<file path="config.mk">
export PLATFORM = sky130hd
export DESIGN_NAME = trc_cp_port
export DESIGN_NICKNAME = d
export VERILOG_FILES = /design/src/rtl/trc_cp_pkg.sv /design/src/rtl/trc_cp_decode.sv /design/src/rtl/trc_cp_pipe.sv /design/src/rtl/trc_cp_regbank.sv /design/src/rtl/trc_cp_port.sv
export SDC_FILE = /design/constraint.sdc
export NUM_CORES = 1
export LEC_CHECK = 0
export BUFFER_PORTS_ARGS = -buffer_cell sky130_fd_sc_hd__buf_4
export CAP_MARGIN = 10
export CORE_AREA = 2 2 245 247
export DETAILED_ROUTE_END_ITERATION = 6
export DIE_AREA = 0 0 247 249
export PLACE_DENSITY = 0.69
export REMOVE_ABC_BUFFERS = 1
export SLEW_MARGIN = 5
export SYNTH_ARGS = -nofsm -noshare
export SYNTH_HDL_FRONTEND = slang
export SYNTH_SLANG_ARGS = --single-unit
</file>
<file path="constraint.sdc">
create_clock -name clk_i -period 2.08 [get_ports clk_i]
set_clock_uncertainty 0.15 [all_clocks]
set_input_delay 0.104 -clock clk_i [delete_from_list [all_inputs] [get_ports clk_i]]
set_output_delay 0.104 -clock clk_i [all_outputs]
set_load 0.005 [all_outputs]
</file>
<file path="src/rtl/trc_cp_pkg.sv">
package trc_cp_pkg;

  typedef struct packed {
    logic [2:0] op1;
    logic [3:0] crn;
    logic [3:0] crm;
    logic       cp_sel;
    logic [2:0] op2;
  } cp_addr_t;

  localparam logic [2:0] TRC_OP1 = 3'd1;
  localparam logic [3:0] TRC_CRN = 4'd0;
  localparam logic [2:0] TRC_OP2 = 3'd0;

  localparam logic [2:0] CTX_OP1 = 3'd0;
  localparam logic [3:0] CTX_CRN = 4'd13;
  localparam logic [3:0] CTX_CRM = 4'd0;
  localparam logic [2:0] CTX_OP2 = 3'd1;

  localparam int SEC_NS_BIT   = 0;
  localparam int SEC_PROH_BIT = 1;

endpackage

</file>
<file path="src/rtl/trc_cp_decode.sv">
module trc_cp_decode
  import trc_cp_pkg::*;
#(
  parameter int NREG  = 16,
  localparam int IDX_W = $clog2(NREG)
) (
  input  cp_addr_t         addr_i,
  input  logic             wr_i,
  output logic             hit_trc_o,
  output logic             hit_ctx_o,
  output logic [IDX_W-1:0] idx_o
);

  logic in_range;

  assign in_range  = 32'(addr_i.crm) < NREG;
  assign idx_o     = addr_i.crm[IDX_W-1:0];

  assign hit_trc_o = !addr_i.cp_sel && addr_i.op1 == TRC_OP1 &&
                     addr_i.crn == TRC_CRN && addr_i.op2 == TRC_OP2 && in_range;

  // system coprocessor side exposes one write-only register
  assign hit_ctx_o = wr_i && addr_i.cp_sel && addr_i.op1 == CTX_OP1 &&
                     addr_i.crn == CTX_CRN && addr_i.crm == CTX_CRM &&
                     addr_i.op2 == CTX_OP2;

endmodule

</file>
<file path="src/rtl/trc_cp_pipe.sv">
module trc_cp_pipe #(
  parameter int DEPTH = 2,
  parameter int W     = 8
) (
  input  logic         clk_i,
  input  logic         rst_ni,
  input  logic         vld_i,
  input  logic [W-1:0] dat_i,
  output logic         vld_o,
  output logic [W-1:0] dat_o
);

  logic         vld_q [DEPTH];
  logic [W-1:0] dat_q [DEPTH];

  for (genvar k = 0; k < DEPTH; k++) begin : g_stage
    logic         vld_d;
    logic [W-1:0] dat_d;
    if (k == 0) begin : g_head
      assign vld_d = vld_i;
      assign dat_d = dat_i;
    end else begin : g_body
      assign vld_d = vld_q[k-1];
      assign dat_d = dat_q[k-1];
    end

    always_ff @(posedge clk_i or negedge rst_ni) begin
      if (!rst_ni) begin
        vld_q[k] <= 1'b0;
        dat_q[k] <= '0;
      end else begin
        vld_q[k] <= vld_d;
        dat_q[k] <= dat_d;
      end
    end
  end

  assign vld_o = vld_q[DEPTH-1];
  assign dat_o = dat_q[DEPTH-1];

  // stage output lines up with the commit cycle of its own enable
  assert_stage_align_R2: assert property (@(posedge clk_i) disable iff (!rst_ni)
    vld_o |-> $past(vld_i, DEPTH));

  assert_stage_fill_R4: assert property (@(posedge clk_i) disable iff (!rst_ni)
    vld_i |=> vld_q[0]);

endmodule

</file>
<file path="src/rtl/trc_cp_regbank.sv">
module trc_cp_regbank #(
  parameter int NREG  = 16,
  parameter int DW    = 32,
  localparam int IDX_W = $clog2(NREG)
) (
  input  logic               clk_i,
  input  logic               rst_ni,
  input  logic               wr_trc_i,
  input  logic [IDX_W-1:0]   idx_i,
  input  logic               wr_ctx_i,
  input  logic [DW-1:0]      wdata_i,
  output logic [NREG*DW-1:0] regs_o,
  output logic [DW-1:0]      ctx_o
);

  logic [NREG-1:0] we_vec;
  logic [DW-1:0]   regs_q [NREG];
  logic [DW-1:0]   ctx_q;

  always_comb begin
    for (int k = 0; k < NREG; k++) begin
      we_vec[k] = wr_trc_i && (32'(idx_i) == k);
    end
  end

  for (genvar k = 0; k < NREG; k++) begin : g_reg
    always_ff @(posedge clk_i or negedge rst_ni) begin
      if (!rst_ni)        regs_q[k] <= '0;
      else if (we_vec[k]) regs_q[k] <= wdata_i;
    end
    assign regs_o[k*DW +: DW] = regs_q[k];
  end

  always_ff @(posedge clk_i or negedge rst_ni) begin
    if (!rst_ni)       ctx_q <= '0;
    else if (wr_ctx_i) ctx_q <= wdata_i;
  end

  assign ctx_o = ctx_q;

  assert_one_target_R5: assert property (@(posedge clk_i) disable iff (!rst_ni)
    !(wr_trc_i && wr_ctx_i));

  assert_onehot_we_R5: assert property (@(posedge clk_i) disable iff (!rst_ni)
    $onehot0(we_vec));

endmodule

</file>
<file path="src/rtl/trc_cp_port.sv">
module trc_cp_port
  import trc_cp_pkg::*;
#(
  parameter int NREG  = 16,
  parameter int DW    = 32,
  parameter int AW    = 15,
  localparam int IDX_W  = $clog2(NREG),
  localparam int LAT    = 2,
  localparam int PLD_W  = 3 + IDX_W
) (
  input  logic               clk_i,
  input  logic               rst_ni,
  input  logic               cp_en_i,
  input  logic               cp_wr_i,
  input  logic [AW-1:0]      cp_addr_i,
  input  logic               cp_commit_i,
  input  logic [DW-1:0]      cp_wdata_i,
  input  logic [1:0]         sec_ctl_i,
  output logic [DW-1:0]      cp_rdata_o,
  output logic [NREG*DW-1:0] trc_regs_o,
  output logic [DW-1:0]      ctx_id_o
);

  logic             d_hit_trc, d_hit_ctx;
  logic [IDX_W-1:0] d_idx;
  logic [PLD_W-1:0] pld_in, pld_out;
  logic             p_vld, p_wr, p_hit_trc, p_hit_ctx;
  logic [IDX_W-1:0] p_idx;
  logic             sec_block, go;

  trc_cp_decode #(.NREG(NREG)) i_decode (
    .addr_i    (cp_addr_t'(cp_addr_i)),
    .wr_i      (cp_wr_i),
    .hit_trc_o (d_hit_trc),
    .hit_ctx_o (d_hit_ctx),
    .idx_o     (d_idx)
  );

  assign pld_in = {cp_wr_i, d_hit_trc, d_hit_ctx, d_idx};

  // holds request phase until the commit cycle
  trc_cp_pipe #(.DEPTH(LAT), .W(PLD_W)) i_pipe (
    .clk_i  (clk_i),
    .rst_ni (rst_ni),
    .vld_i  (cp_en_i),
    .dat_i  (pld_in),
    .vld_o  (p_vld),
    .dat_o  (pld_out)
  );

  assign {p_wr, p_hit_trc, p_hit_ctx, p_idx} = pld_out;

  assign sec_block = sec_ctl_i[SEC_PROH_BIT] && sec_ctl_i[SEC_NS_BIT];
  assign go        = p_vld && p_wr && cp_commit_i && !sec_block;

  trc_cp_regbank #(.NREG(NREG), .DW(DW)) i_regbank (
    .clk_i    (clk_i),
    .rst_ni   (rst_ni),
    .wr_trc_i (go && p_hit_trc),
    .idx_i    (p_idx),
    .wr_ctx_i (go && p_hit_ctx),
    .wdata_i  (cp_wdata_i),
    .regs_o   (trc_regs_o),
    .ctx_o    (ctx_id_o)
  );

  assign cp_rdata_o = '0;

  assert_cancel_hold_R3: assert property (@(posedge clk_i) disable iff (!rst_ni)
    !cp_commit_i |=> $stable(trc_regs_o) && $stable(ctx_id_o));

  assert_change_needs_en_R2: assert property (@(posedge clk_i) disable iff (!rst_ni)
    !$stable(trc_regs_o) |-> $past(cp_en_i, LAT + 1));

  assert_read_no_effect_R8: assert property (@(posedge clk_i) disable iff (!rst_ni)
    (p_vld && !p_wr) |=> $stable(trc_regs_o) && $stable(ctx_id_o));

  assert_prohibit_ns_R9: assert property (@(posedge clk_i) disable iff (!rst_ni)
    (cp_commit_i && sec_ctl_i == 2'b11) |=> $stable(trc_regs_o) && $stable(ctx_id_o));

  assert_ctx_commit_R6: assert property (@(posedge clk_i) disable iff (!rst_ni)
    !$stable(ctx_id_o) |-> $past(cp_commit_i) && $past(p_vld));

endmodule

</file>
# ---- Word level (Yosys, flattened, before mapping)
# Cells that the tools add are included.
dict set report totals {
  output_inout_bits 576
  wordCells 76
  register_bits 560
}
dict set report classes {
  n_eq_ne 18
  n_reduce_logical 37
}
# cell n
set ops {}
lappend ops {{equality test 4 bit, second input constant} 9}
lappend ops {{logical AND 1 bit} 30}
lappend ops {{equality test 4 x 3 -> 1 bit, second input constant} 4}
lappend ops {{logical NOT 4 bit} 3}
lappend ops {{equality test 4 x 2 -> 1 bit, second input constant} 2}
lappend ops {{equality test 3 x 1 -> 1 bit, second input constant} 2}
lappend ops {{logical NOT 3 bit} 2}
lappend ops {{equality test 4 x 1 -> 1 bit, second input constant} 1}
lappend ops {{logical NOT 1 bit} 2}

# ---- Logic depth before layout (Yosys ltp)
# Gate-level depths: netlist (run 1).
dict set report depth {
  word_depth 5
  ltp_mapped 5
}

# ---- Modules after synthesis
# Synthesis (run 1) repeated with hierarchy kept, for this count alone.
dict set report unflattened {
  cells_unflattened 1268
  area_unflattened_um2 21051.4
}
# module seq_area_each_um2 area_per_inst_um2 cells_per_inst n_inst
set modules_own_cells {}
lappend modules_own_cells {trc_cp_regbank 13613.1 20266.9 1202 1}
lappend modules_own_cells {trc_cp_pipe 400.4 400.4 16 1}
lappend modules_own_cells {trc_cp_port 0.0 266.5 37 1}
lappend modules_own_cells {trc_cp_decode 0.0 117.6 13 1}

# ---- Worst setup path before layout (run 1)
# Ideal clock, no wire load.
dict set report synth_timing {
  kind {register to register}
  start {reg i_pipe.dat_q, in the netlist i_pipe.dat_o[1]}
  end {reg i_regbank.regs_q, in the netlist i_regbank.regs_o[171]}
  period_less_slack_ns 1.866
  arrival_time_ns 1.591
  path_stages_with_launch 5
  setup_slack_ns 0.214
  t_required_ns 1.805
  path_cell_list {dfrtp_1 -> nand2b_1 -> nor4_4 -> buf_6 -> mux2_2}
}
dict set report synth_between {
  elab_chain_len 2
}
# item line
set synth_rtl {}
lappend synth_rtl {{start: declaration} trc_cp_pipe.sv:14} ;# logic [W-1:0] dat_q [DEPTH];
lappend synth_rtl {{start signal: indexed assignment} trc_cp_pipe.sv:33} ;# dat_q[k] <= dat_d;
lappend synth_rtl {{equality test 4 x 3 -> 1 bit} trc_cp_regbank.sv:22} ;# we_vec[k] = wr_trc_i && (32'(idx_i) == k);
lappend synth_rtl {{logical AND 1 bit} trc_cp_regbank.sv:22}
lappend synth_rtl {{end signal: indexed assignment} trc_cp_regbank.sv:29} ;# else if (we_vec[k]) regs_q[k] <= wdata_i;
lappend synth_rtl {{end: declaration} trc_cp_regbank.sv:17} ;# logic [DW-1:0] regs_q [NREG];
# No other way between the ends.
# A chain may end at the register's enable or synchronous reset.

# ---- Worst setup path in the final report (run 1)
dict set report layout_timing {
  start {reg i_pipe.vld_q, in the netlist i_pipe.vld_o}
  end {reg i_regbank.regs_q, in the netlist i_regbank.regs_o[412]}
}
dict set report layout_between {
  elab_chain_len 5
}
# item line
set layout_rtl {}
lappend layout_rtl {{start: declaration} trc_cp_pipe.sv:13} ;# logic vld_q [DEPTH];
lappend layout_rtl {{start signal: indexed assignment} trc_cp_pipe.sv:32} ;# vld_q[k] <= vld_d;
lappend layout_rtl {{logical AND 1 bit (3 in a row)} trc_cp_port.sv:54} ;# assign go = p_vld && p_wr && cp_commit_i && !sec_block;
lappend layout_rtl {{logical AND 1 bit} trc_cp_port.sv:59} ;# .wr_trc_i (go && p_hit_trc),
lappend layout_rtl {{logical AND 1 bit} trc_cp_regbank.sv:22}
# No other way between the ends.

==> impl_metrics.ini, run 1 <==
[grt]
grt_max_degree = 63
grt_pass1_wl_um = 95700
antenna_violations_before_repair = 0
grt_overall_usage = 0.209
globalRoute.totalOverflow = 0
via_count_of_the_first_global_routing_pass = 14200

[die]
design.die.area_um2 = 61500
chipWidth_um = 247
row_count = 89
die_h_um = 249
coreArea_um2 = 58700
floorplan.initialDensity = 0.362
ios = 630

[setup_path]
worst-endpoint-arrival_ns = 2.35
worstSetupStartpointType = flop
worst-endpoint-required_ns = 2.41
worst-setup-path-type = reg2reg
setup.worst_path.end_class = flop
worstPathMaxFanout = 16

[synth]
postSynthAreaPerCell_um2 = 16.7
yosysWarnings = 0
synth.ff_latch_count = 560
synth_cell_type_count = 22
synth-seq-area-share = 0.659
syn-instance-count = 1270
post_synth_instance_area_um2 = 21300

[placed_design]
place_worst_setup_slack_ns = 0.0101
hpwlAfterDp_um = 45000
port_buffer_count = 597
finalWeightedCongestion = 0.786
placement.cell_area_um2 = 27100
number_of_instances_in_the_placed_design = 2611

[cells_and_area]
syn_to_final_growth_pct = 38.6
final_cell_mix = sky130_fd_sc_hd__buf_4, sky130_fd_sc_hd__dfrtp_1, sky130_fd_sc_hd__mux2_2, sky130_fd_sc_hd__clkbuf_16, sky130_fd_sc_hd__dlygate4sd3_1
postLayoutCellArea_um2 = 29500
fillerInstances = 5033
antenna_cells_inserted = 0
mostFrequentLayoutCell = sky130_fd_sc_hd__buf_4
drive_gt1_frac = 0.638
final_core_util = 0.502
finalNonFillerCells = 2763
fin_nets = 2000

[drt]
route.detailed.drc = 0
detailroute.via_count = 13600
detailedRoute.firstIterationViolations = 686
met3WireLength_um = 4850
detail_route.first_pass.iterations = 4
vias_per_cell = 4.91
route.met2.wl_um = 32500
drt-total-wl_um = 65000
detail-route-antenna-nets = 0
route.top_layer_used = met4
detail_route.wirelength.met1_um = 25700
route.detailed.wl_per_inst_um = 23.5

[clock_tree]
clk_pin_slew_worst_paths_ns = 0.06
clkSinkCount = 560
cts_tree = built
cts_htree_levels = 2
insertion_delay_ns = 0.59
cts_inserted_buffers = 56
clockBufferDepth = 3
ctsResizeCount = 0
cts.root.buffer_cell = sky130_fd_sc_hd__clkbuf_16

[outcome]
run_status = complete, no violations

[pwr]
max_rail_drop_vdd_v = 0.000590
power_density_nw_per_um2 = 748
overall_power_mw = 22.1
cellLeakagePower_nw = 16.1

[timing]
fmax_ghz = 0.494
grt_setup_unrepaired = no
timing_hold_violations_final = 0
final_critical_path_setup_slack_ns = 0.0552
slew-limit-headroom = 0.580
final_min_period_over_clock_period = 0.973
final_count_of_pins_violating_max_slew = 0
setup_viol = 0
period_needed_ns = 2.02
tightest_slew_ns = 0.630

[hold_path]
worst_hold_path_type = in2reg

[flow_run]
maximum_capacitance_violations = 0
-- cells by family (layout without fill, tap and decap cells) --
| kind of cell | count (synthesis) | count (layout) | share of synthesized area |
|---|---|---|---|
| other | 1 | 32 | 0.000176 |
| flip-flops | 560 | 560 | 0.659 |
| buffers and inverters | 118 | 807 | 0.0344 |
| multiplexers | 544 | 544 | 0.288 |
| AND/OR/NAND/NOR | 47 | 47 | 0.0184 |
-- metal layers --
metal / vias to the layer above / GRT usage
met5: - / 0
met4: 0 / 0.0670
met3: 111 / 0.0540
met2: 511 / 0.353
met1: 7138 / 0.261
li1: 5793 / -
-- cells in the mapped netlist (all sizes together) --
| library cell | number | share of area |
|---|---|---|
| dfrtp | 560 | 0.66 |
| mux2 | 544 | 0.29 |
| buf | 85 | 0.029 |
| clkbuf | 33 | 0.0058 |
| nand4 | 11 | 0.0032 |
| nor4 | 7 | 0.0056 |
| nand2 | 5 | 0.00088 |
| nand4b | 4 | 0.0016 |
| nor2 | 4 | 0.00071 |
| and2 | 3 | 0.00088 |
| and4b | 3 | 0.0014 |
| and4 | 2 | 0.00082 |
| and4bb | 2 | 0.0012 |
| nand2b | 2 | 0.00059 |
| nor2b | 2 | 0.00059 |
| conb | 1 | 0.00018 |
| nor3 | 1 | 0.00047 |
| or4 | 1 | 0.00035 |
-- sequential cells by signal, indices dropped and copies added, names as in the netlist --
signal / cells
i_pipe.vld_o: 1
i_pipe.g_stage.vld_d: 1
i_pipe.dat_o: 7
i_regbank.regs_o: 512
i_pipe.g_stage.dat_d: 7
i_regbank.ctx_o: 32
-- through the flow --
| stage | TNS [ns] | hold WS, ns |
|---|---|---|
| floorplan | -231.62 | -0.342 |
| global placement | 0 | -0.0861 |
| detailed placement | 0 | -0.0891 |
| CTS | 0 | 0.00454 |
| global route | 0 | 0.00947 |
| finish | 0 | 0.0320 |
-- critical path: stages, from the launching register on --
cell                      delay [ns]
sky130_fd_sc_hd__dfrtp_1        0.36
sky130_fd_sc_hd__and2_1         0.37
sky130_fd_sc_hd__nand4_1        0.40
sky130_fd_sc_hd__buf_12         0.29
sky130_fd_sc_hd__mux2_2         0.30
-- report_power, final --
part | total [mW] | switching, mW | internal, mW
combinational | 0.672 | 0.467 | 0.205
clock | 10.5 | 4.23 | 6.23
sequential | 10.9 | 0.00973 | 10.9
total | 22.1 | 4.71 | 17.3
-- timing repair --
| item | CTS | global route |
|---|---|---|
| hold buffers | 48 | 1 |
| hold endpoints to repair | 1112 | 1 |
| setup buffers | 0 | 1 |
| setup endpoints to repair | 0 | 68 |
-- final timing paths --
kind,slack [ns],end,depth (start not counted),start
max,0.06,i_regbank.regs_o[412]$_DFFE_PN0P_,4,i_pipe.vld_o$_DFF_PN0_
max reg2reg,0.06,i_regbank.regs_o[412]$_DFFE_PN0P_,4,i_pipe.vld_o$_DFF_PN0_
min reg2reg,0.20,i_pipe.vld_o$_DFF_PN0_,0,i_pipe.g_stage[1].vld_d$_DFF_PN0_
min,0.03,i_pipe.g_stage[1].dat_d[3]$_DFF_PN0_,2,cp_addr_i[7]
max in group asynchronous,1.14,i_regbank.regs_o[348]$_DFFE_PN0P_,4,rst_ni
min in group asynchronous,0.15,i_regbank.regs_o[203]$_DFFE_PN0P_,3,rst_ni
-- layout make-up --
| cell class | instances | area [um^2] | area share |
|---|---|---|---|
| sequential | 560 | 14000 | 0.476 |
| multi-input combinational | 623 | 6640 | 0.225 |
| timing repair buffer | 705 | 5950 | 0.202 |
| clock buffer | 83 | 1610 | 0.0548 |
| tap | 773 | 967 | 0.0328 |
| clock inverter | 19 | 288 | 0.00976 |
Power figures use the tool's default switching activity.
==> run 2: changes to the inputs <==
GPL_ROUTABILITY_DRIVEN = 0   (was not set)
PLACE_DENSITY = 0.59   (was 0.69)
==> run 2 against run 1 <==
Net effect:
- clock power barely moved
- sequential cell count stayed put
- count of clock-buffer cells in the layout rose by 6
- critical path depth unchanged
- largest power group unchanged
- routed wire length is 1.3% higher
- non-clock buffer count shrank 6
- sequential share of layout area up 0.28 points
- highest routed layer unchanged
- largest cell class unchanged
- register-to-register slack better by 0.02 ns
- total power decreased by 1.0%
- worst setup slack improved by 0.018 ns
==> impl_metrics.ini, run 2 (synthesized netlist as in run 1, its figures left out) <==
[outcome]
run_status = complete, no violations

[grt]
grt_pass1_wl_um = 95900
via_count_of_the_first_global_routing_pass = 14000
grt_max_degree = 74
grt_overall_usage = 0.212
globalRoute.totalOverflow = 0
antenna_violations_before_repair = 0

[pwr]
share_clk_of_total_power = 0.470
p_seq_frac = 0.500
portion_of_total_power_attributed_to_combinational_logic = 0.030
overall_power_mw = 21.8
net-switching-power_mw = 4.75
power.share.switching = 0.218
max_rail_drop_vdd_v = 0.000544
internal-power_mw = 17.1
power_density_nw_per_um2 = 745
cellLeakagePower_nw = 16.0

[cells_and_area]
finalNonFillerCells = 2764
syn_to_final_growth_pct = 37.8
final_core_util = 0.499
regArea_um2 = 14000
fillerInstances = 5075
mostFrequentLayoutCell = sky130_fd_sc_hd__buf_4
drive_gt1_frac = 0.640
fin_nets = 1996
final_cell_mix = sky130_fd_sc_hd__buf_4, sky130_fd_sc_hd__dfrtp_1, sky130_fd_sc_hd__mux2_2, sky130_fd_sc_hd__clkbuf_16, sky130_fd_sc_hd__dlygate4sd3_1
largest_register_ff_count = 512
antenna_cells_inserted = 0
multiInputGateArea_um2 = 6640
postLayoutCellArea_um2 = 29300

[clock_tree]
insertion_delay_ns = 0.60
cts_inserted_buffers = 58
clk_pin_slew_worst_paths_ns = 0.06
cts.root.buffer_cell = sky130_fd_sc_hd__clkbuf_16
clockBufferDepth = 3
cts_tree = built
cts_htree_levels = 2
clkSinkCount = 560

[drt]
vias_per_cell = 4.85
detailroute.via_count = 13400
detail-route-antenna-nets = 0
detail_route.first_pass.iterations = 4
detailedRoute.firstIterationViolations = 517
route.detailed.drc = 0
route.detailed.wl_per_inst_um = 23.8
drt-total-wl_um = 65900

[placed_design]
placement.cell_area_um2 = 26900
number_of_instances_in_the_placed_design = 2605
hpwlAfterDp_um = 45000
port_buffer_count = 597
place_worst_setup_slack_ns = 0.0670

[timing]
setup_viol = 0
slew-limit-headroom = 0.597
fmax_ghz = 0.498
final_critical_path_setup_slack_ns = 0.0729
final_count_of_pins_violating_max_slew = 0
period_needed_ns = 2.01
tightest_slew_ns = 0.605
final_min_period_over_clock_period = 0.965
timing_hold_violations_final = 0
grt_setup_unrepaired = yes

[setup_path]
worstPathCellList = nand4_1 -> nor4_4 -> buf_12 -> mux2_2
critical_path.reg2reg.startpoint = i_pipe.dat_o[2]$_DFF_PN0_
critical-path-max-stage-delay_ns = 0.44
worst-setup-path-type = reg2reg
worstPathBufferInverterCount = 1
worst-endpoint-arrival_ns = 2.34
top_cell_family_by_delay_on_the_critical_path = simple AND/OR/NAND/NOR gates
critical_path.slowest_cell = sky130_fd_sc_hd__dfrtp_1
worstSetupStartpointType = flop
setup.worst_path.end_class = flop
regToRegSetupSlack_ns = 0.07
cp.depth = 4
r2r_cells = 4
crit_start = i_pipe.dat_o[2]$_DFF_PN0_
worstPathMaxFanout = 32
worst-endpoint-required_ns = 2.42

[die]
ios = 630
floorplan.initialDensity = 0.362
row_count = 89
coreArea_um2 = 58700
design.die.area_um2 = 61500
chipWidth_um = 247
die_h_um = 249

[hold_path]
min_path_cells = 2
timing.hold.worst.start = cp_addr_i[7]
worst_hold_path_type = in2reg

[flow_run]
maximum_capacitance_violations = 0
## run 2: cell count changes in the layout (fill, tap and decap cells not counted)
| cell | previous run | this run |
|---|---|---|
| sky130_fd_sc_hd__and2_1 | 3 | 2 |
| sky130_fd_sc_hd__and2_2 | 0 | 1 |
| sky130_fd_sc_hd__clkbuf_1 | 17 | 14 |
| sky130_fd_sc_hd__clkbuf_8 | 9 | 14 |
| sky130_fd_sc_hd__inv_6 | 3 | 1 |
| sky130_fd_sc_hd__clkinvlp_4 | 0 | 4 |
| sky130_fd_sc_hd__bufinv_16 | 7 | 1 |
| sky130_fd_sc_hd__buf_12 | 42 | 31 |
| sky130_fd_sc_hd__buf_4 | 614 | 619 |
| sky130_fd_sc_hd__clkinv_2 | 8 | 14 |
| sky130_fd_sc_hd__inv_8 | 1 | 0 |
| sky130_fd_sc_hd__clkbuf_16 | 57 | 61 |
## run 2: stage by stage
| step | setup TNS (ns) | hold slack [ns] |
|---|---|---|
| floorplan | -231.62 | -0.342 |
| global placement | 0 | -0.141 |
| detailed placement | 0 | -0.139 |
| CTS | 0 | 0.000513 |
| global route | -0.0455 | 0.00760 |
| finish | 0 | 0.0381 |
## run 2: path summary, 6_finish.rpt
path | to
min reg2reg | i_pipe.dat_o[6]$_DFF_PN0_
min in group asynchronous | i_regbank.regs_o[352]$_DFFE_PN0P_
max | i_regbank.regs_o[470]$_DFFE_PN0P_
min | i_pipe.g_stage[1].dat_d[3]$_DFF_PN0_
max reg2reg | i_regbank.regs_o[470]$_DFFE_PN0P_
max in group asynchronous | i_regbank.regs_o[18]$_DFFE_PN0P_
## run 2: layout make-up
| type | count | area share |
|---|---|---|
| flip-flops and latches | 560 | 0.478 |
| multi-input cells | 623 | 0.227 |
| repair buffers | 699 | 0.197 |
| clock buffers | 89 | 0.0605 |
| well taps | 773 | 0.0330 |
| clock inverters | 20 | 0.00474 |
## run 2: repair_timing
| item | 4_1_cts | 5_1_grt |
|---|---|---|
| gates resized for setup | 0 | 1 |
| endpoints found under the setup margin | 0 | 48 |
| hold buffers | 49 | 0 |
| endpoints found under the hold margin | 1112 | 0 |
| buffers inserted | 0 | 1 |
## run 2: layer usage
| metal | track usage | wire [um] | up-vias |
|---|---|---|---|
| li1 | - | - | 5795 |
| met1 | 0.268 | 27100 | 7067 |
| met2 | 0.354 | 32500 | 429 |
| met3 | 0.0538 | 4320 | 109 |
| met4 | 0.0664 | 2010 | 0 |
| met5 | 0 | 0 | - |
## run 2: power groups by stage
stage                     registers [mW]  clock network (mW)  logic [mW]
after detailed placement            11.1                   0       0.603
after CTS                           10.9                10.5       0.678
after floorplan                     11.1                   0      0.0522
after global routing                10.9                11.0       0.741
final                               10.9                10.3       0.657
after global placement              11.1                   0       0.589
## run 2: worst register-to-register path, cell delays in order (launching register included)
cell and delay, ns:
sky130_fd_sc_hd__dfrtp_1 0.44, sky130_fd_sc_hd__nand4_1 0.24, sky130_fd_sc_hd__nor4_4 0.33, sky130_fd_sc_hd__buf_12 0.32, sky130_fd_sc_hd__mux2_2 0.41
==> run 3: changes to the inputs <==
ABC_AREA = 1   (was not set)
CORE_AREA = 2 2 242 244   (was 2 2 245 247)
DIE_AREA = 0 0 244 246   (was 0 0 247 249)
PLACE_DENSITY = 0.65   (was 0.59)
==> run 3 against run 2 <==
Net effect:
- combinational power is 81% higher
- synthesized cell count is 100% higher
- die area is 2.4% lower
- count of clock-buffer cells in the layout stayed put
- global-route usage is 8.9 points higher
- critical endpoint is now i_pipe.g_stage[1].dat_d[5]$_DFF_PN0_
==> impl_metrics.ini, run 3 <==
[die]
coreArea_um2 = 57400
die_h_um = 246
row_count = 88
design.die.area_um2 = 60000
chipWidth_um = 244
ios = 630
floorplan.initialDensity = 0.414

[timing]
fmax_ghz = 0.501
tightest_slew_ns = 0.932
setup_viol = 0
timing.setup.tns_ns = 0
final_critical_path_setup_slack_ns = 0.0826
period_needed_ns = 2.00
timing_hold_violations_final = 0
grt_setup_unrepaired = no
final_count_of_pins_violating_max_slew = 0
final_min_period_over_clock_period = 0.960
slew-limit-headroom = 0.377

[synth]
netlist.area_leader.share = 0.590
synthArstFlopShare = 1.00
top_cells_by_area_synth = sky130_fd_sc_hd__dfrtp_1, sky130_fd_sc_hd__nand2_1, sky130_fd_sc_hd__nand4_1
synth_edf_count = 0
post_synth_instance_area_um2 = 23700
yosysWarnings = 0
ys.flop_type = sky130_fd_sc_hd__dfrtp_1
postSynthAreaPerCell_um2 = 9.20
yosys-top-cells-count = sky130_fd_sc_hd__nand2_1, sky130_fd_sc_hd__dfrtp_1, sky130_fd_sc_hd__nand4_1
synth_area_leader_cell = sky130_fd_sc_hd__dfrtp_1
synth_cell_type_count = 21
synth.ff_latch_count = 560
synth_most_common_cell = sky130_fd_sc_hd__nand2_1
syn-instance-count = 2579
synth-seq-area-share = 0.590

[drt]
vias_per_cell = 5.62
route.detailed.wl_per_inst_um = 23.8
detail-route-antenna-nets = 0
detail_route.first_pass.iterations = 6
detailroute.via_count = 21900
route.detailed.drc = 0
drt-total-wl_um = 92900
detailedRoute.firstIterationViolations = 2548

[cells_and_area]
largest_register_ff_count = 512
fin_nets = 3144
drive_gt1_frac = 0.261
syn_to_final_growth_pct = 30.6
postLayoutCellArea_um2 = 31000
final_cell_mix = sky130_fd_sc_hd__nand2_1, sky130_fd_sc_hd__buf_4, sky130_fd_sc_hd__dfrtp_1, sky130_fd_sc_hd__nand4_1, sky130_fd_sc_hd__clkbuf_16
mostFrequentLayoutCell = sky130_fd_sc_hd__nand2_1

[grt]
antenna_violations_before_repair = 1
grt_pass1_wl_um = 136000
via_count_of_the_first_global_routing_pass = 20700
globalRoute.totalOverflow = 0
grt_overall_usage = 0.301
grt_max_degree = 84

[setup_path]
crit_start = cp_addr_i[11]
critical_path.reg2reg.startpoint = i_pipe.vld_o$_DFF_PN0_
r2r_cells = 6
worst-endpoint-arrival_ns = 2.35
worst-endpoint-required_ns = 2.44
worst-setup-path-type = in2reg
endpoint = i_pipe.g_stage[1].dat_d[5]$_DFF_PN0_
worstSetupStartpointType = primary input
worstPathMaxFanout = 2
regToRegSetupSlack_ns = 0.16
setup.worst_path.end_class = flop
r2r_end = i_regbank.regs_o[310]$_DFFE_PN0P_

[clock_tree]
post-cts-setup-buffers = 0
clkSinkCount = 560
clockBufferDepth = 3
cts_tree = built
clk_pin_slew_worst_paths_ns = 0.06
cts_inserted_buffers = 58
cts_htree_levels = 2
insertion_delay_ns = 0.61
cts.root.buffer_cell = sky130_fd_sc_hd__clkbuf_16

[placed_design]
place_worst_setup_slack_ns = 0.136
port_buffer_count = 597
placement.cell_area_um2 = 28500
hpwlAfterDp_um = 57500

[hold_path]
worst_hold_path_type = in2reg

[pwr]
power_density_nw_per_um2 = 733
overall_power_mw = 22.7
cellLeakagePower_nw = 17.4
max_rail_drop_vdd_v = 0.000611

[outcome]
run_status = complete, no violations

[flow_run]
maximum_capacitance_violations = 0
[run 3: logic make-up (layout without fill, tap and decap cells)]
| logic type | count (synthesis) | in the layout | share of synthesized area |
|---|---|---|---|
| and+or+nand+nor | 1692 | 1692 | 0.336 |
| DFF | 560 | 560 | 0.590 |
| other | 1 | 33 | 0.000158 |
| buffers and inverters | 326 | 851 | 0.0737 |
[run 3: how the worst min path moves through the flow]
stage	startpoint	end	slack [ns]	cells past startpoint
CTS	cp_wr_i	i_pipe.g_stage[1].dat_d[6]$_DFF_PN0_	0.005	2
floorplan	rst_ni	i_pipe.dat_o[0]$_DFF_PN0_	-0.34	0
finish	sec_ctl_i[0]	i_regbank.regs_o[176]$_DFFE_PN0P_	0.02	7
global placement	rst_ni	i_regbank.regs_o[226]$_DFFE_PN0P_	-0.12	1
global route	cp_addr_i[5]	i_pipe.g_stage[1].dat_d[1]$_DFF_PN0_	0.03	2
detailed placement	rst_ni	i_regbank.regs_o[226]$_DFFE_PN0P_	-0.11	1
[run 3: power by group]
part | leakage (nW) | internal [mW] | switching (mW)
logic | 8.64 | 0.244 | 0.951
registers | 7.80 | 10.9 | 0.00954
clock network | 0.950 | 6.20 | 4.40
total | 17.4 | 17.4 | 5.36
[run 3: layout make-up]
class,instances,area (um^2)
Multi-Input combinational cell,1724,8100
Inverter,6,22.5
Clock inverter,16,191
Timing Repair Buffer,740,5960
Clock buffer,89,1730
Antenna cell,1,2.50
Fill cell,5126,26400
Tap cell,765,957
Sequential cell,560,14000
[run 3: critical path, stage by stage]
cell and delay [ns]:
sky130_fd_sc_hd__dlygate4sd3_1 0.54, sky130_fd_sc_hd__buf_4 0.14, sky130_fd_sc_hd__nor2_1 0.13, sky130_fd_sc_hd__dlygate4sd3_1 0.58
sky130_fd_sc_hd__nand2_1 0.04, sky130_fd_sc_hd__dlygate4sd3_1 0.56, sky130_fd_sc_hd__nor3_2 0.25
[run 3: what timing repair did]
action,CTS,global route
hold buffers,55,0
resized for setup,0,2
endpoints found under the setup margin,0,3
endpoints found under the hold margin,1112,0
[run 3: per-layer routing]
layer / wire (um) / vias to the layer above / global-route usage
li1: - / 9623 / -
met1: 36700 / 10900 / 0.408
met2: 42900 / 1174 / 0.465
met3: 8570 / 232 / 0.0613
met4: 4760 / 0 / 0.142
met5: 0 / - / 0
[run 3: through the flow]
stage	utilization	hold WS (ns)	std cells
3_3_place_gp	0.497	-0.118	3740
2_1_floorplan	-	-0.342	2290
4_1_cts	0.540	0.00518	3900
6_report	0.540	0.0169	3901
5_1_grt	0.540	0.0308	3901
3_5_place_dp	0.497	-0.109	3740
